[src/rtl/perfcnt_pkg.sv]
package perfcnt_pkg;

    typedef enum logic [0:0] {
        CTR_IDLE = 1'b0,
        CTR_RUN  = 1'b1
    } ctr_state_e;

    typedef struct packed {
        logic zero;
        logic count_en;
    } ctr_ctl_t;

endpackage

[src/rtl/perfcnt_ctrl.sv]
module perfcnt_ctrl
    import perfcnt_pkg::*;
(
    input  logic     clk,
    input  logic     rst_n,
    input  logic     start_i,
    input  logic     stop_i,
    input  logic     irq_ctx_i,
    input  logic     irq_cache_dis_i,
    output ctr_ctl_t ctl_o,
    output logic     running_o
);

    ctr_state_e state_q, state_d;
    logic       ctx_blocked;

    assign ctx_blocked = irq_ctx_i & irq_cache_dis_i;

    // next-state logic: GO / RESTART on start, HALT on stop, STAY otherwise
    always_comb begin
        state_d = state_q;
        unique case (state_q)
            CTR_IDLE: begin
                if (start_i) state_d = CTR_RUN;       // GO
            end
            CTR_RUN: begin
                if (start_i)     state_d = CTR_RUN;   // RESTART
                else if (stop_i) state_d = CTR_IDLE;  // HALT
            end
            default: state_d = CTR_IDLE;
        endcase
    end

    always_ff @(posedge clk or negedge rst_n) begin
        if (!rst_n) state_q <= CTR_IDLE;
        else        state_q <= state_d;
    end

    // output decode
    always_comb begin
        ctl_o.zero     = start_i;
        ctl_o.count_en = 1'b0;
        unique case (state_q)
            CTR_IDLE: ctl_o.count_en = 1'b0;
            CTR_RUN:  ctl_o.count_en = !start_i && !ctx_blocked;
            default:  ctl_o.count_en = 1'b0;
        endcase
    end

    assign running_o = (state_q == CTR_RUN);

    a_r2_start_runs: assert property (@(posedge clk) disable iff (!rst_n)
        start_i |=> running_o);

    a_r3_stop_halts: assert property (@(posedge clk) disable iff (!rst_n)
        (stop_i && !start_i) |=> !running_o);

    a_r4_idle_stays: assert property (@(posedge clk) disable iff (!rst_n)
        (!running_o && !start_i) |=> !running_o);

endmodule

[src/rtl/perfcnt_event_ctr.sv]
module perfcnt_event_ctr #(
    parameter int CNT_W = 32
) (
    input  logic             clk,
    input  logic             rst_n,
    input  logic             zero_i,
    input  logic             inc_i,
    input  logic             clr_flag_i,
    output logic [CNT_W-1:0] cnt_o,
    output logic             ovf_o
);

    localparam logic [CNT_W-1:0] CNT_MAX = {CNT_W{1'b1}};

    logic [CNT_W-1:0] cnt_q;
    logic             ovf_q;
    logic             wrap;

    assign wrap = inc_i && !zero_i && (cnt_q == CNT_MAX);

    always_ff @(posedge clk or negedge rst_n) begin
        if (!rst_n)      cnt_q <= '0;
        else if (zero_i) cnt_q <= '0;
        else if (inc_i)  cnt_q <= cnt_q + 1'b1;
    end

    // sticky flag: a new overflow wins over a clear in the same cycle
    always_ff @(posedge clk or negedge rst_n) begin
        if (!rst_n)          ovf_q <= 1'b0;
        else if (wrap)       ovf_q <= 1'b1;
        else if (clr_flag_i) ovf_q <= 1'b0;
    end

    assign cnt_o = cnt_q;
    assign ovf_o = ovf_q;

    a_r7_wrap_sets_flag: assert property (@(posedge clk) disable iff (!rst_n)
        (inc_i && !zero_i && cnt_o == CNT_MAX) |=> (cnt_o == '0 && ovf_o));

    a_r8_flag_sticky: assert property (@(posedge clk) disable iff (!rst_n)
        (ovf_o && !clr_flag_i) |=> ovf_o);

    a_r5_step_one: assert property (@(posedge clk) disable iff (!rst_n)
        (inc_i && !zero_i && cnt_o != CNT_MAX) |=> (cnt_o == $past(cnt_o) + 1'b1));

    a_r3_hold: assert property (@(posedge clk) disable iff (!rst_n)
        (!inc_i && !zero_i) |=> $stable(cnt_o));

    a_r9_zero: assert property (@(posedge clk) disable iff (!rst_n)
        zero_i |=> (cnt_o == '0));

endmodule

[src/rtl/lookup_perf_counters.sv]
module lookup_perf_counters
    import perfcnt_pkg::*;
#(
    parameter int CNT_W = 32
) (
    input  logic             clk,
    input  logic             rst_n,
    input  logic             start_i,
    input  logic             stop_i,
    input  logic             hit_i,
    input  logic             miss_i,
    input  logic             irq_ctx_i,
    input  logic             irq_cache_dis_i,
    input  logic             hit_ovf_clr_i,
    input  logic             miss_ovf_clr_i,
    input  logic             hit_ovf_ie_i,
    input  logic             miss_ovf_ie_i,
    output logic [CNT_W-1:0] hit_count_o,
    output logic [CNT_W-1:0] miss_count_o,
    output logic             hit_ovf_o,
    output logic             miss_ovf_o,
    output logic             irq_o
);

    localparam int NUM_CTR = 2;
    localparam int IDX_HIT = 0;
    localparam int IDX_MISS = 1;

    ctr_ctl_t         ctl;
    logic             running;
    logic [NUM_CTR-1:0] ev;
    logic [NUM_CTR-1:0] clr;
    logic [NUM_CTR-1:0] ovf;
    logic [NUM_CTR-1:0] ie;
    logic [CNT_W-1:0] cnt [NUM_CTR];

    assign ev  = {miss_i, hit_i};
    assign clr = {miss_ovf_clr_i, hit_ovf_clr_i};
    assign ie  = {miss_ovf_ie_i, hit_ovf_ie_i};

    perfcnt_ctrl u_ctrl (
        .clk             (clk),
        .rst_n           (rst_n),
        .start_i         (start_i),
        .stop_i          (stop_i),
        .irq_ctx_i       (irq_ctx_i),
        .irq_cache_dis_i (irq_cache_dis_i),
        .ctl_o           (ctl),
        .running_o       (running)
    );

    for (genvar g = 0; g < NUM_CTR; g++) begin : g_ctr
        perfcnt_event_ctr #(.CNT_W(CNT_W)) u_ctr (
            .clk        (clk),
            .rst_n      (rst_n),
            .zero_i     (ctl.zero),
            .inc_i      (ctl.count_en && ev[g]),
            .clr_flag_i (clr[g]),
            .cnt_o      (cnt[g]),
            .ovf_o      (ovf[g])
        );
    end

    assign hit_count_o  = cnt[IDX_HIT];
    assign miss_count_o = cnt[IDX_MISS];
    assign hit_ovf_o    = ovf[IDX_HIT];
    assign miss_ovf_o   = ovf[IDX_MISS];
    assign irq_o        = |(ovf & ie);

    a_r6_ctx_gate: assert property (@(posedge clk) disable iff (!rst_n)
        (!start_i && irq_ctx_i && irq_cache_dis_i) |=>
            ($stable(hit_count_o) && $stable(miss_count_o)));

    a_r4_idle_no_count: assert property (@(posedge clk) disable iff (!rst_n)
        (!running && !start_i) |=> ($stable(hit_count_o) && $stable(miss_count_o)));

    a_r8_start_keeps_flags: assert property (@(posedge clk) disable iff (!rst_n)
        (start_i && hit_ovf_o && !hit_ovf_clr_i) |=> hit_ovf_o);

endmodule

[config.mk]
export PLATFORM = sky130hd
export DESIGN_NAME = lookup_perf_counters
export DESIGN_NICKNAME = d
export VERILOG_FILES = /design/src/rtl/perfcnt_pkg.sv /design/src/rtl/perfcnt_ctrl.sv /design/src/rtl/perfcnt_event_ctr.sv /design/src/rtl/lookup_perf_counters.sv
export SDC_FILE = /design/constraint.sdc
export NUM_CORES = 1
export LEC_CHECK = 0
export BUFFER_PORTS_ARGS = -buffer_cell sky130_fd_sc_hd__clkbuf_2
export CAP_MARGIN = 40
export CORE_ASPECT_RATIO = 1.5
export CORE_MARGIN = 2
export CORE_UTILIZATION = 45
export CTS_BUF_LIST = sky130_fd_sc_hd__clkbuf_2
export DETAILED_ROUTE_END_ITERATION = 8
export PLACE_DENSITY_LB_ADDON = 0.3
export SYNTH_ARGS = -nofsm -noshare
export SYNTH_HDL_FRONTEND = slang
export SYNTH_SLANG_ARGS = --single-unit
[constraint.sdc]
create_clock -name clk -period 2.5 [get_ports clk]
set_clock_uncertainty 0.1 [all_clocks]
set_input_delay 0 -clock clk [delete_from_list [all_inputs] [get_ports clk]]
set_output_delay 0 -clock clk [all_outputs]
set_load 0.01 [all_outputs]
==> impl_summary.log <==
INFO  metric mappedNetlistNets = ~380
INFO  metric synth_flop_cell = sky130_fd_sc_hd__dfrtp_1
INFO  metric worst_setup_path_startpoint = g_ctr[1].u_ctr.cnt_o[0]$_DFFE_PN0P_
INFO  metric min-delay-start = irq_ctx_i
INFO  metric timing.max_slew.rel_slack = 0.561
INFO  metric clock_tree.htree_level_count = 3
INFO  metric detail_route.iter0.violations = around 220
INFO  metric syn-cell-area = 0.00340 sq mm
INFO  metric antenna-diode-count = 0
INFO  metric avgRoutedWirePerCell = 14.1 microns
INFO  metric final_cell_count_no_fill = 575
INFO  metric synth-async-reset-ratio = 1.00
INFO  metric grt_max_degree = 67
INFO  metric syn-instance-count = 370
INFO  metric drv_slew = 0
INFO  metric floorplan.rows = 38
INFO  metric vdd.ir_drop.worst = ~0.00024 V
INFO  metric cellLeakagePower = ~1.9 nW
INFO  metric critPathTopFamily = simple AND/OR/NAND/NOR gates
INFO  metric postRouteAntennaNets = 0
INFO  metric synth_simple_gate_area_share = 0.293
INFO  metric portBuffers = 78
INFO  metric worstMarginPinSlew = ~0.66 ns
INFO  metric detail_route.vias_per_cell = 5.34
INFO  metric wire_length_reported_by_the_detailed_router = 8080 microns
INFO  metric worstSetupEndpointType = flip-flop
INFO  metric cts_clock_pin_slew_for_the_worst_setup_and_hold_paths = between 0.15 and 0.2 ns
INFO  metric period_needed = 2.39 ns
INFO  metric final.setup.tns = 0 ns
INFO  metric synth.avg_cell_area = 9.18 sq um
INFO  metric ctsRootBufferMaster = sky130_fd_sc_hd__clkbuf_2
INFO  metric number_of_synthesized_flops_with_an_enable_pin = 0
INFO  metric worstPathArrival = approximately 2.7 ns
INFO  metric worstReg2RegStart = g_ctr[1].u_ctr.cnt_o[0]$_DFFE_PN0P_
INFO  metric powerDensity = about 410 mW/mm^2
INFO  metric post-synth-top-area-fraction = 0.493
INFO  metric die_width = 75.0 microns
INFO  metric die_height = between 100 and 150 microns
INFO  metric final_layout_size_suffix_gt1_frac = 0.242
INFO  metric min_period_over_period = 0.954
INFO  metric dp.cells = ~550
INFO  metric synthDominantAreaCellType = sky130_fd_sc_hd__dfrtp_1
INFO  metric ys_seq_elements = 67
INFO  metric synth_compound_gate_area_share = 0.0630
INFO  metric synth_cell_types = 33
INFO  metric grt_pass1_vias = just under 3k
INFO  metric synth-adder-area-share = 0.00736
INFO  metric slowest_stage = sky130_fd_sc_hd__or4_1
INFO  metric drt_first_pass_iters = 4
INFO  metric cts_tree = yes
INFO  metric largest_family_of_logic_cells_by_synthesized_area = simple AND/OR/NAND/NOR gates
INFO  metric finalNetCount = around 480
INFO  metric rsz0062_at_grt = no
INFO  metric detailroute.via_count = a little over 3k
INFO  metric grt.total_usage = 0.210
INFO  metric synthTopCellsByArea = sky130_fd_sc_hd__dfrtp_1 (49%), sky130_fd_sc_hd__xor2_1 (7.0%), sky130_fd_sc_hd__nand4_1 (5.3%)
INFO  metric result_of_the_run = completed
INFO  metric core = roughly 0.0073 sq mm
INFO  metric worstPathCellList = ha_1 -> nand2_1 -> or4_1 -> or3_4 -> or4_1 -> a21oi_1
INFO  metric die_area = a little over 0.008 sq mm
INFO  metric hold_violations = 0
INFO  metric half_perimeter_wire_length_of_the_detailed_placement_result = around 5600 microns
INFO  metric clkSinkCount = 67
INFO  metric timing.critical_path.slowest_cell_delay = 0.51 ns
INFO  metric grt_first_pass_wirelength = 13700 microns
INFO  metric p_total = approximately 1.7 mW
INFO  metric area_delta_synth_final = 23.5%
INFO  metric latest_clock_arrival_within_the_worst_skew_pair = between 0.5 and 0.6 ns
INFO  metric layout.cells.most_common = sky130_fd_sc_hd__clkbuf_2
INFO  metric setup-violations-final = 0
INFO  metric pin_count = 79
INFO  metric hold_ws = between 0.02 and 0.025 ns
INFO  metric max-clock-path-buffers = 2
INFO  metric worst_setup_path_start_kind = flip-flop
INFO  metric tritoncts.num_buffers = 9
INFO  metric layout_common_cells = sky130_fd_sc_hd__clkbuf_2 (90), sky130_fd_sc_hd__dfrtp_1 (67), sky130_fd_sc_hd__nor2_1 (45)
INFO  metric required = 2.85 ns
INFO  metric grt_antenna_before_repair = 0
INFO  metric start_util = 0.467
INFO  metric path_max_fanout = 4
INFO  metric worstHoldPathType = in2reg
INFO  metric yosysWarningCount = 0
INFO  metric achievable-frequency = between 400 and 500 MHz
INFO  metric gp_routability_congestion = about 0.82
INFO  metric worstPathBufferInverterCount = 0
INFO  metric setup.worst_path.class = reg2reg
INFO  metric grt.overflow.total = 0
INFO  metric path_common_cell = sky130_fd_sc_hd__or4_1
INFO  metric seq_area_frac_synth = 0.493
INFO  metric yosys.area_share.xor_xnor = 0.108
INFO  metric synth.area.mux_share = 0.00920
INFO  metric drv_cap = 0
INFO  metric remaining_drc_errors = 0
[report_power, final]
group	leakage, nW	total [mW]	switching, mW	internal, mW
Sequential	0.931	1.10	0.00521	1.09
Clock	0.0608	0.520	0.386	0.134
Combinational	0.918	0.106	0.0642	0.0419
Total	1.91	1.72	0.455	1.27
[worst register-to-register path: stages (launching register included)]
cell and delay (ns):
sky130_fd_sc_hd__dfrtp_1 0.40, sky130_fd_sc_hd__ha_1 0.18, sky130_fd_sc_hd__nand2_1 0.05, sky130_fd_sc_hd__or4_1 0.48, sky130_fd_sc_hd__or3_4 0.45, sky130_fd_sc_hd__or4_1 0.51
sky130_fd_sc_hd__a21oi_1 0.17
[routing by layer]
metal / part of all wire / global-route usage
met5: 0 / 0
met4: 0.013 / 0.0857
met3: 0.052 / 0.0411
met2: 0.52 / 0.334
met1: 0.42 / 0.273
[logic make-up (layout without fill, tap and decap cells)]
family,Yosys count,in the layout
AO/OA/AOI/OAI,40,40
XOR/XNOR,42,42
AND/OR/NAND/NOR,193,193
adder cells (fa/ha/maj),2,2
buffers and inverters,23,128
flip-flops,67,67
multiplexers,3,3
[repair_timing]
action / CTS / global route
resized for setup: 0 / 2
hold buffers: 11 / 0
endpoints found under the setup margin: 0 / 3
setup buffers: 0 / 0
hold endpoints to repair: 109 / 0
[area by class of cell]
type                    instances  area [sq um]
inverters                       6          22.5
well taps                     100           125
clock buffers                  12          60.1
multi-input cells             280          1640
clock inverters                 4          17.5
repair buffers                106           651
flip-flops and latches         67          1680
fillers                       687          3080
[sequential cells by signal, indices dropped and copies added (netlist names)]
signal / flops
u_ctrl.running_o: 1
g_ctr.u_ctr.ovf_o: 2
g_ctr.u_ctr.cnt_o: 64
[synthesized netlist by cell type (2+ instances only)]
cell type,instances
sky130_fd_sc_hd__a21oi_1,17
sky130_fd_sc_hd__and3_1,14
sky130_fd_sc_hd__and4_1,4
sky130_fd_sc_hd__clkbuf_1,16
sky130_fd_sc_hd__dfrtp_1,67
sky130_fd_sc_hd__ha_1,2
sky130_fd_sc_hd__inv_1,6
sky130_fd_sc_hd__mux2i_1,2
sky130_fd_sc_hd__nand2_1,31
sky130_fd_sc_hd__nand2b_1,5
sky130_fd_sc_hd__nand3_1,19
sky130_fd_sc_hd__nand4_1,29
sky130_fd_sc_hd__nor2_1,45
sky130_fd_sc_hd__nor2b_1,2
sky130_fd_sc_hd__nor3_1,14
sky130_fd_sc_hd__nor4_1,4
sky130_fd_sc_hd__o21ai_0,18
sky130_fd_sc_hd__or2_2,2
sky130_fd_sc_hd__or3_1,17
sky130_fd_sc_hd__or4_1,3
sky130_fd_sc_hd__xnor2_1,15
sky130_fd_sc_hd__xor2_1,27
[path summary, 6_finish.rpt]
| check | slack [ns] | cells past startpoint | to |
|---|---|---|---|
| setup reg to reg | 0.11 | 6 | g_ctr[1].u_ctr.cnt_o[24]$_DFFE_PN0P_ |
| hold / removal | 0.02 | 4 | g_ctr[0].u_ctr.cnt_o[0]$_DFFE_PN0P_ |
| max in group asynchronous | 1.59 | 4 | g_ctr[1].u_ctr.cnt_o[8]$_DFFE_PN0P_ |
| min in group asynchronous | 0.46 | 4 | g_ctr[1].u_ctr.ovf_o$_DFFE_PN0P_ |
| setup / recovery | 0.11 | 6 | g_ctr[1].u_ctr.cnt_o[24]$_DFFE_PN0P_ |
| hold reg to reg | 0.42 | 1 | u_ctrl.running_o$_DFF_PN0_ |
[per-stage QoR]
step	setup WS (ns)	util	instance area (sq um)
after floorplan	0.00153	-	3400
after global placement	0.191	0.548	3990
after detailed placement	0.117	0.548	3990
after CTS	0.0520	0.576	4190
after global routing	0.0268	0.577	4200
final	0.114	0.577	4200
(Power assumes the default switching activity.)
